--- src/rtl/hsp_pkg.sv ---
package hsp_pkg;
  localparam int HSP_AW = 4;
  localparam int HSP_DW = 8;

  typedef enum logic {HS_IDLE = 1'b0, HS_ACK = 1'b1} hs_state_e;

  // a host request is present when selected and either strobe is on
  function automatic logic host_req(input logic sel, input logic rd, input logic wr);
    return sel & (rd | wr);
  endfunction

  // address source: a latched address wins over the live lines
  function automatic logic [HSP_AW-1:0] pick_addr(input logic latched_ok,
                                                  input logic [HSP_AW-1:0] latched,
                                                  input logic [HSP_AW-1:0] live);
    return latched_ok ? latched : live;
  endfunction
endpackage

--- src/rtl/hsp_sync.sv ---
module hsp_sync #(
  parameter int W      = 1,
  parameter int STAGES = 2
) (
  input  logic         clk,
  input  logic         rst_n,
  input  logic [W-1:0] d,
  output logic [W-1:0] q
);
  logic [W-1:0] stg [STAGES];

  always_ff @(posedge clk or negedge rst_n) begin
    if (!rst_n) begin
      for (int i = 0; i < STAGES; i++) stg[i] <= '0;
    end else begin
      stg[0] <= d;
      for (int i = 1; i < STAGES; i++) stg[i] <= stg[i-1];
    end
  end

  assign q = stg[STAGES-1];
endmodule

--- src/rtl/hsp_regfile.sv ---
module hsp_regfile #(
  parameter int AW = 4,
  parameter int DW = 8
) (
  input  logic          clk,
  input  logic          rst_n,
  input  logic          we,
  input  logic [AW-1:0] waddr,
  input  logic [DW-1:0] wdata,
  input  logic [AW-1:0] raddr,
  output logic [DW-1:0] rdata
);
  localparam int NREG = 1 << AW;

  logic [DW-1:0] row [NREG];

  genvar g;
  generate
    for (g = 0; g < NREG; g++) begin : g_reg
      logic [DW-1:0] q;
      always_ff @(posedge clk or negedge rst_n) begin
        if (!rst_n)                                q <= '0;
        else if (we && (waddr == AW'(g)))          q <= wdata;
      end
      assign row[g] = q;
    end
  endgenerate

  assign rdata = row[raddr];
endmodule

--- src/rtl/hsp_ctrl.sv ---
module hsp_ctrl
  import hsp_pkg::*;
#(
  parameter int AW = 4
) (
  input  logic          clk,
  input  logic          rst_n,
  input  logic          cs_s,
  input  logic          rd_s,
  input  logic          wr_s,
  input  logic          master_act,
  input  logic          ale,
  input  logic [AW-1:0] addr,
  output logic          ack,
  output logic          start,
  output logic          wr_en,
  output logic [AW-1:0] sel_addr,
  output logic [AW-1:0] acc_addr
);
  hs_state_e     st;
  logic          req_s;
  logic          done;
  logic          ale_seen;
  logic [AW-1:0] lat_addr;

  assign req_s    = host_req(cs_s, rd_s, wr_s);
  assign start    = (st == HS_IDLE) && req_s && !master_act;
  assign done     = (st == HS_ACK) && !req_s;
  assign wr_en    = start && wr_s;
  assign sel_addr = pick_addr(ale_seen, lat_addr, addr);
  assign ack      = (st == HS_ACK);

  always_ff @(posedge clk or negedge rst_n) begin
    if (!rst_n) begin
      st <= HS_IDLE;
    end else if (start) begin
      st <= HS_ACK;
    end else if (done) begin
      st <= HS_IDLE;
    end
  end

  always_ff @(posedge clk or negedge rst_n) begin
    if (!rst_n) begin
      lat_addr <= '0;
      ale_seen <= 1'b0;
    end else if (ale) begin
      lat_addr <= addr;
      ale_seen <= 1'b1;
    end else if (done) begin
      ale_seen <= 1'b0;
    end
  end

  always_ff @(posedge clk or negedge rst_n) begin
    if (!rst_n)     acc_addr <= '0;
    else if (start) acc_addr <= sel_addr;
  end
endmodule

--- src/rtl/host_slave_port.sv ---
module host_slave_port
  import hsp_pkg::*;
#(
  parameter int AW          = HSP_AW,
  parameter int DW          = HSP_DW,
  parameter int SYNC_STAGES = 2
) (
  input  logic          clk,
  input  logic          rst_n,
  input  logic          cs_n,
  input  logic          rd_n,
  input  logic          wr_n,
  input  logic          ale,
  input  logic [AW-1:0] addr,
  input  logic [DW-1:0] din,
  input  logic          master_act,
  output logic          ack,
  output logic [DW-1:0] dout
);
  logic [2:0]    strobe_s;
  logic          cs_s, rd_s, wr_s;
  logic          req_s;
  logic          start, wr_en, rd_drive;
  logic [AW-1:0] sel_addr, acc_addr;
  logic [DW-1:0] rdata;

  hsp_sync #(.W(3), .STAGES(SYNC_STAGES)) u_sync (
    .clk   (clk),
    .rst_n (rst_n),
    .d     ({~cs_n, ~rd_n, ~wr_n}),
    .q     (strobe_s)
  );

  assign {cs_s, rd_s, wr_s} = strobe_s;
  assign req_s = host_req(cs_s, rd_s, wr_s);

  hsp_ctrl #(.AW(AW)) u_ctrl (
    .clk        (clk),
    .rst_n      (rst_n),
    .cs_s       (cs_s),
    .rd_s       (rd_s),
    .wr_s       (wr_s),
    .master_act (master_act),
    .ale        (ale),
    .addr       (addr),
    .ack        (ack),
    .start      (start),
    .wr_en      (wr_en),
    .sel_addr   (sel_addr),
    .acc_addr   (acc_addr)
  );

  hsp_regfile #(.AW(AW), .DW(DW)) u_regs (
    .clk   (clk),
    .rst_n (rst_n),
    .we    (wr_en),
    .waddr (sel_addr),
    .wdata (din),
    .raddr (acc_addr),
    .rdata (rdata)
  );

  assign rd_drive = ack && cs_s && rd_s;
  assign dout     = rd_drive ? rdata : '0;
endmodule

--- config.mk ---
export PLATFORM = sky130hd
export DESIGN_NAME = host_slave_port
export DESIGN_NICKNAME = d
export VERILOG_FILES = /design/src/rtl/hsp_pkg.sv /design/src/rtl/hsp_sync.sv /design/src/rtl/hsp_regfile.sv /design/src/rtl/hsp_ctrl.sv /design/src/rtl/host_slave_port.sv
export SDC_FILE = /design/constraint.sdc
export NUM_CORES = 1
export LEC_CHECK = 0
export ABC_AREA = 1
export CAP_MARGIN = 0
export CORE_ASPECT_RATIO = 0.75
export CORE_MARGIN = 2
export CORE_UTILIZATION = 40
export CTS_CLUSTER_DIAMETER = 200
export DETAILED_ROUTE_END_ITERATION = 10
export GPL_TIMING_DRIVEN = 1
export PLACE_DENSITY = 0.66
export SLEW_MARGIN = 5
export SYNTH_ARGS = -nofsm -noshare
export SYNTH_HDL_FRONTEND = slang
export SYNTH_SLANG_ARGS = --single-unit
--- constraint.sdc ---
create_clock -name clk -period 1.6 [get_ports clk]
set_clock_uncertainty 0.1 [all_clocks]
set_input_delay 0.24 -clock clk [delete_from_list [all_inputs] [get_ports clk]]
set_output_delay 0.24 -clock clk [all_outputs]
set_load 0.005 [all_outputs]
; ---- After elaboration in Yosys (flattened, before gate mapping)
; Index checks and enable logic that the tools add are counted.
[op_classes]
n_addsub = 0
mul = 0
div = 0
n_lt_le_gt_ge = 1
n_eq_ne = 15
shifts = 0
mux = 8
bitwise_logic = 7
reduce_logical = 27
[ops]
columns = operator, n
row1 = $bmux 8 s4, 1
row2 = $eq 4x4->1 const B, 8
row3 = $mux 8, 3
row4 = $logic_and 1x1->1, 22
row5 = $eq 4x3->1 const B, 4
row6 = $eq 4x2->1 const B, 2
row7 = $ge 5x5->1 const B, 1
row8 = $not 4->5, 1
row9 = $eq 4x1->1 const B, 1
row10 = $logic_not 4->1, 1
row11 = $mux 4, 1
row12 = $not 1->1, 4
row13 = $reduce_bool 2->1, 2
row14 = $mux 1, 3
row15 = $logic_not 1->1, 2
row16 = $and 1x1->1, 1
row17 = $or 1x1->1, 1
[word_totals]
register_bits = 144
latchBits = 0
ram_bits = 0
rom_bits = 0
in_bits = 19
out_inout_bits = 9
elab_cells = 80
mem_count = 0

; ---- Depth between registers and ports, before layout
[depth]
ltp_word = 6
depth_mapped = 10
mapped_depth_nobuf = 9

; ---- Hierarchy
; A second synthesis with hierarchy kept.
[unflattened]
hier_cells = 926
hier_area_um2 = 7011.7
[modules_own_cells]
columns = mod, n_inst, cells_each, area_each_um2, seq_area_each_um2
row1 = hsp_regfile, 1, 834, 6262.3, 3203.1
row2 = hsp_ctrl, 1, 63, 488.0, 250.2
row3 = hsp_sync, 1, 9, 172.7, 150.1
row4 = host_slave_port, 1, 20, 88.8, 0.0

; ---- Least setup slack after synthesis
; OpenSTA, ideal clock, no wires.
[synth_timing]
kind = reg-to-output
startpoint = register u_ctrl.acc_addr[1]
endpoint = output dout[1]
arrival_ns = 1.238
required_ns = 1.260
setup_slack_ns = 0.022
path_stages_with_launch = 8
n_path_buf = 2
path_cell_list = dfrtp_1 > clkbuf_1 > inv_1 > clkbuf_1 > nand2_1 > nand3_1 > nand3_1 > a21oi_1
[synth_via]
elab_chain_len = 5
[synth_lines]
columns = element, line_no
row1 = start: declaration, hsp_ctrl.sv:18  ; output logic [AW-1:0] acc_addr
row2 = start signal: assignment, hsp_ctrl.sv:57  ; else if (start) acc_addr <= sel_addr;
row3 = $not 4->5 (implied by the code), hsp_regfile.sv:29  ; assign rdata = row[raddr];
row4 = $bmux 8 s4, hsp_regfile.sv:29
row5 = $mux 8 (implied by the code) (2 in series), hsp_regfile.sv:29
row6 = $mux 8, host_slave_port.sv:64  ; assign dout = rd_drive ? rdata : '0;
row7 = end: declaration, host_slave_port.sv:18  ; output logic [DW-1:0] dout
; No other way between the ends. The select of a mux whose other input is x is not followed.

; ---- Worst setup path in the final report
[layout_timing]
startpoint = register u_ctrl.acc_addr[1]
endpoint = output dout[6]
; The elaborated chain is that of the path after synthesis.

==> impl_metrics.tcl <==
set metrics [dict create \
    fp-row-count 42 \
    instances_no_fill 1241 \
    path_class "reg2out" \
    cts_sinks 144 \
    n_antenna_cell 0 \
    swShare_pct 40.83 \
    grt_overflow_total 0 \
    run_status "finished with violations" \
    drc_errors 0 \
    cts_buffers 17 \
    hp-class "in2async" \
    start_kind "register" \
    grt_max_degree 39 \
    holdWs_ns 0.1610 \
    grt_pass1_wl_mm 39.59 \
    syn_area_um2 7106 \
    p_sw_w 0.006810 \
    cpMostUsedCell "nand3_1" \
    required_ns 1.26 \
    p_clk_share_pct 23.9 \
    setup_tns_ns -27.82 \
    finalHoldViolCount 0 \
    drv_slew 0 \
    place_ws_ns -0.6650 \
    hpwl_mm 12.68 \
    ios 28 \
    ir_worst_vdd_v 0.0009099 \
    crit_chain "inv_1 > buf_8 > nand3_1 > nand3_1 > nand3_2 > a21oi_4 > buf_2" \
    drtPass1Iterations 5 \
    maxSlewHeadroom_pct 46.34 \
    numPortBuffers 27 \
    yosys_warnings 0 \
    syn-instance-count 893 \
    fin_crit_sh_pct 141.4 \
    p_per_area_nw_per_um2 1543 \
    final_common_cell "nand2_1" \
    areaGrowthSynthToFinish_pct 52.16 \
    power.leakage_nw 4.976 \
    postLayoutSetupSlackWorst_ns -0.6620 \
    gp_congestion 0.9217 \
    seq_area_frac_synth_pct 50.71 \
    wl_mm 26.24 \
    antenna_left 0 \
    max_cap_viol_count 0 \
    path_clk_slew_ns 0.07 \
    start_util_pct 40.60 \
    insertion_delay_ns 0.43 \
    cp_slowest_cell "dfrtp_1" \
    utilization_pct 61.78 \
    worst_setup_path_end_kind "output port" \
    ys_ff_latch 144 \
    violations "negative setup slack" \
    place_inst 1159 \
    p_comb_share_pct 43.8 \
    htreeDepth 4 \
    slowest_delay_ns 0.42 \
    cts_tree "done" \
    cts_root_buf "clkbuf_16" \
    yosys.cell_types.count 23 \
    ctsLongestPathBuffers 2 \
    drt_iter0_markers 796 \
    p_int_w 0.009869 \
    die-area_um2 18860 \
    worst_pin_slew_ns 0.8041 \
    crit_arrival_ns 1.92 \
    die_h_um 119.4 \
    final_nets 1005 \
    rsz0062_at_grt "true" \
    fmax_ghz 0.4421 \
    synth_area_per_cell_um2 7.957 \
    synthesis.nets 912 \
    core_um2 17500 \
    cp_max_fo 16 \
    p_seq_share_pct 32.4 \
    layout_common_cells "nand2_1, dfrtp_1, o21ai_2, inv_1, nand2_4" \
    die_w_um 157.9 \
    drive_gt1_share_pct 45.55 \
    setup_viol 136 \
    grt_use_total_pct 28.11 \
    vias 6892 \
    fin_crit_ns 2.262 \
    grt_pass1_vias 6913 \
    antenna_found_initial 0 \
    viasPerCell 5.554 \
    drt-wirelength-per-cell_um 21.14 \
]
-- cells in the mapped netlist --
| master | number | area share (%) |
|---|---|---|
| dfrtp_1 | 144 | 51 |
| nand2_1 | 339 | 18 |
| inv_2 | 4 | 0.21 |
| nand2_2 | 17 | 1.5 |
| o21ai_2 | 48 | 5.9 |
| buf_2 | 11 | 0.77 |
| nor2_8 | 1 | 0.28 |
| buf_4 | 1 | 0.11 |
| o21ai_1 | 83 | 5.8 |
| nand2_4 | 1 | 0.16 |
| a21oi_1 | 8 | 0.56 |
| nor2_2 | 1 | 0.088 |
| buf_8 | 1 | 0.21 |
| o21ai_4 | 1 | 0.23 |
| buf_6 | 14 | 2.2 |
| nor2_1 | 17 | 0.90 |
| o21ai_0 | 9 | 0.63 |
| clkbuf_1 | 23 | 1.2 |
| inv_1 | 86 | 4.5 |
| o21a_2 | 1 | 0.12 |
| o21bai_1 | 1 | 0.11 |
| nand3_1 | 81 | 5.7 |
| buf_1 | 1 | 0.053 |
-- layer usage --
metal / GRT usage, % / up-vias / routed length (um)
li1: - / 3040 / -
met4: 13.13 / 0 / 1081
met2: 40.63 / 368 / 11920
met3: 8.661 / 85 / 2375
met1: 38.51 / 3399 / 10870
met5: 0 / - / 0
-- worst max-delay path: cells and delay by family (launching register included) --
family	cells	cell delay, ns
AO/OA/AOI/OAI	1	0.20
flip-flops	1	0.42
AND/OR/NAND/NOR	3	0.31
buffers and inverters	3	0.56
-- power groups by stage --
stage	clock network (W)	registers, W	logic [W]
after floorplan	0	0.00495	0.00315
after global routing	0.00414	0.00546	0.00784
after CTS	0.00397	0.00525	0.00647
after detailed placement	0	0.00515	0.00474
after global placement	0	0.00514	0.00468
final	0.00398	0.00540	0.00730
-- sequential cells by signal (all words and copies together), names as in the netlist --
| signal | cells |
|---|---|
| u_regs.g.q | 128 |
| u_ctrl.acc_addr | 4 |
| u_ctrl.lat_addr | 4 |
| u_sync.q | 3 |
| u_sync.stg | 3 |
| u_ctrl.ack | 1 |
| u_ctrl.ale_seen | 1 |
-- path summary, 6_finish.rpt --
| check | from | to | slack [ns] | cells past startpoint |
|---|---|---|---|---|
| min in group clk | cs_n | u_sync.stg[5] | 0.20 | 2 |
| min reg2reg | u_sync.stg[4] | u_sync.q[1] | 0.25 | 0 |
| max in group asynchronous | rst_n | u_regs.g_reg[2].q[5] | 0.69 | 3 |
| min | rst_n | u_regs.g_reg[5].q[7] | 0.16 | 2 |
| max | u_ctrl.acc_addr[1] | dout[6] | -0.66 | 7 |
| max reg2reg | u_ctrl.ale_seen | u_regs.g_reg[3].q[5] | -0.32 | 9 |
-- repair_timing --
| action | in CTS | in global routing |
|---|---|---|
| endpoints found under the hold margin | 144 | 0 |
| gates resized for setup | 331 | 115 |
| gates cloned | 19 | 0 |
| pin swaps | 67 | 53 |
| hold buffers | 1 | 0 |
| setup endpoints to repair | 137 | 137 |
| setup buffers | 30 | 3 |
-- logic make-up (layout without fill, tap and decap cells) --
group                  count (synthesis)  in the layout  synth area share, %
flip-flops                           144            144                50.71
AND/OR/NAND/NOR                      457            465                26.54
AO/OA/AOI/OAI                        151            151                13.42
buffers and inverters                141            239                9.332
-- cell type report --
type,count,area [um^2]
clock buffers,19,452.9
clock inverters,13,127.6
fillers,1334,6688
inverters,90,355.3
multi-input cells,616,4315
flip-flops and latches,144,3606
well taps,242,302.8
repair buffers,117,1652
-- stage by stage --
stage	cell area, um^2	total power [W]
3_3_place_gp	8004	0.009814
2_1_floorplan	7106	0.008100
5_1_grt	10810	0.01745
3_5_place_dp	8004	0.009883
4_1_cts	10410	0.01570
6_report	10810	0.01668
Power figures use the tool's default switching activity.
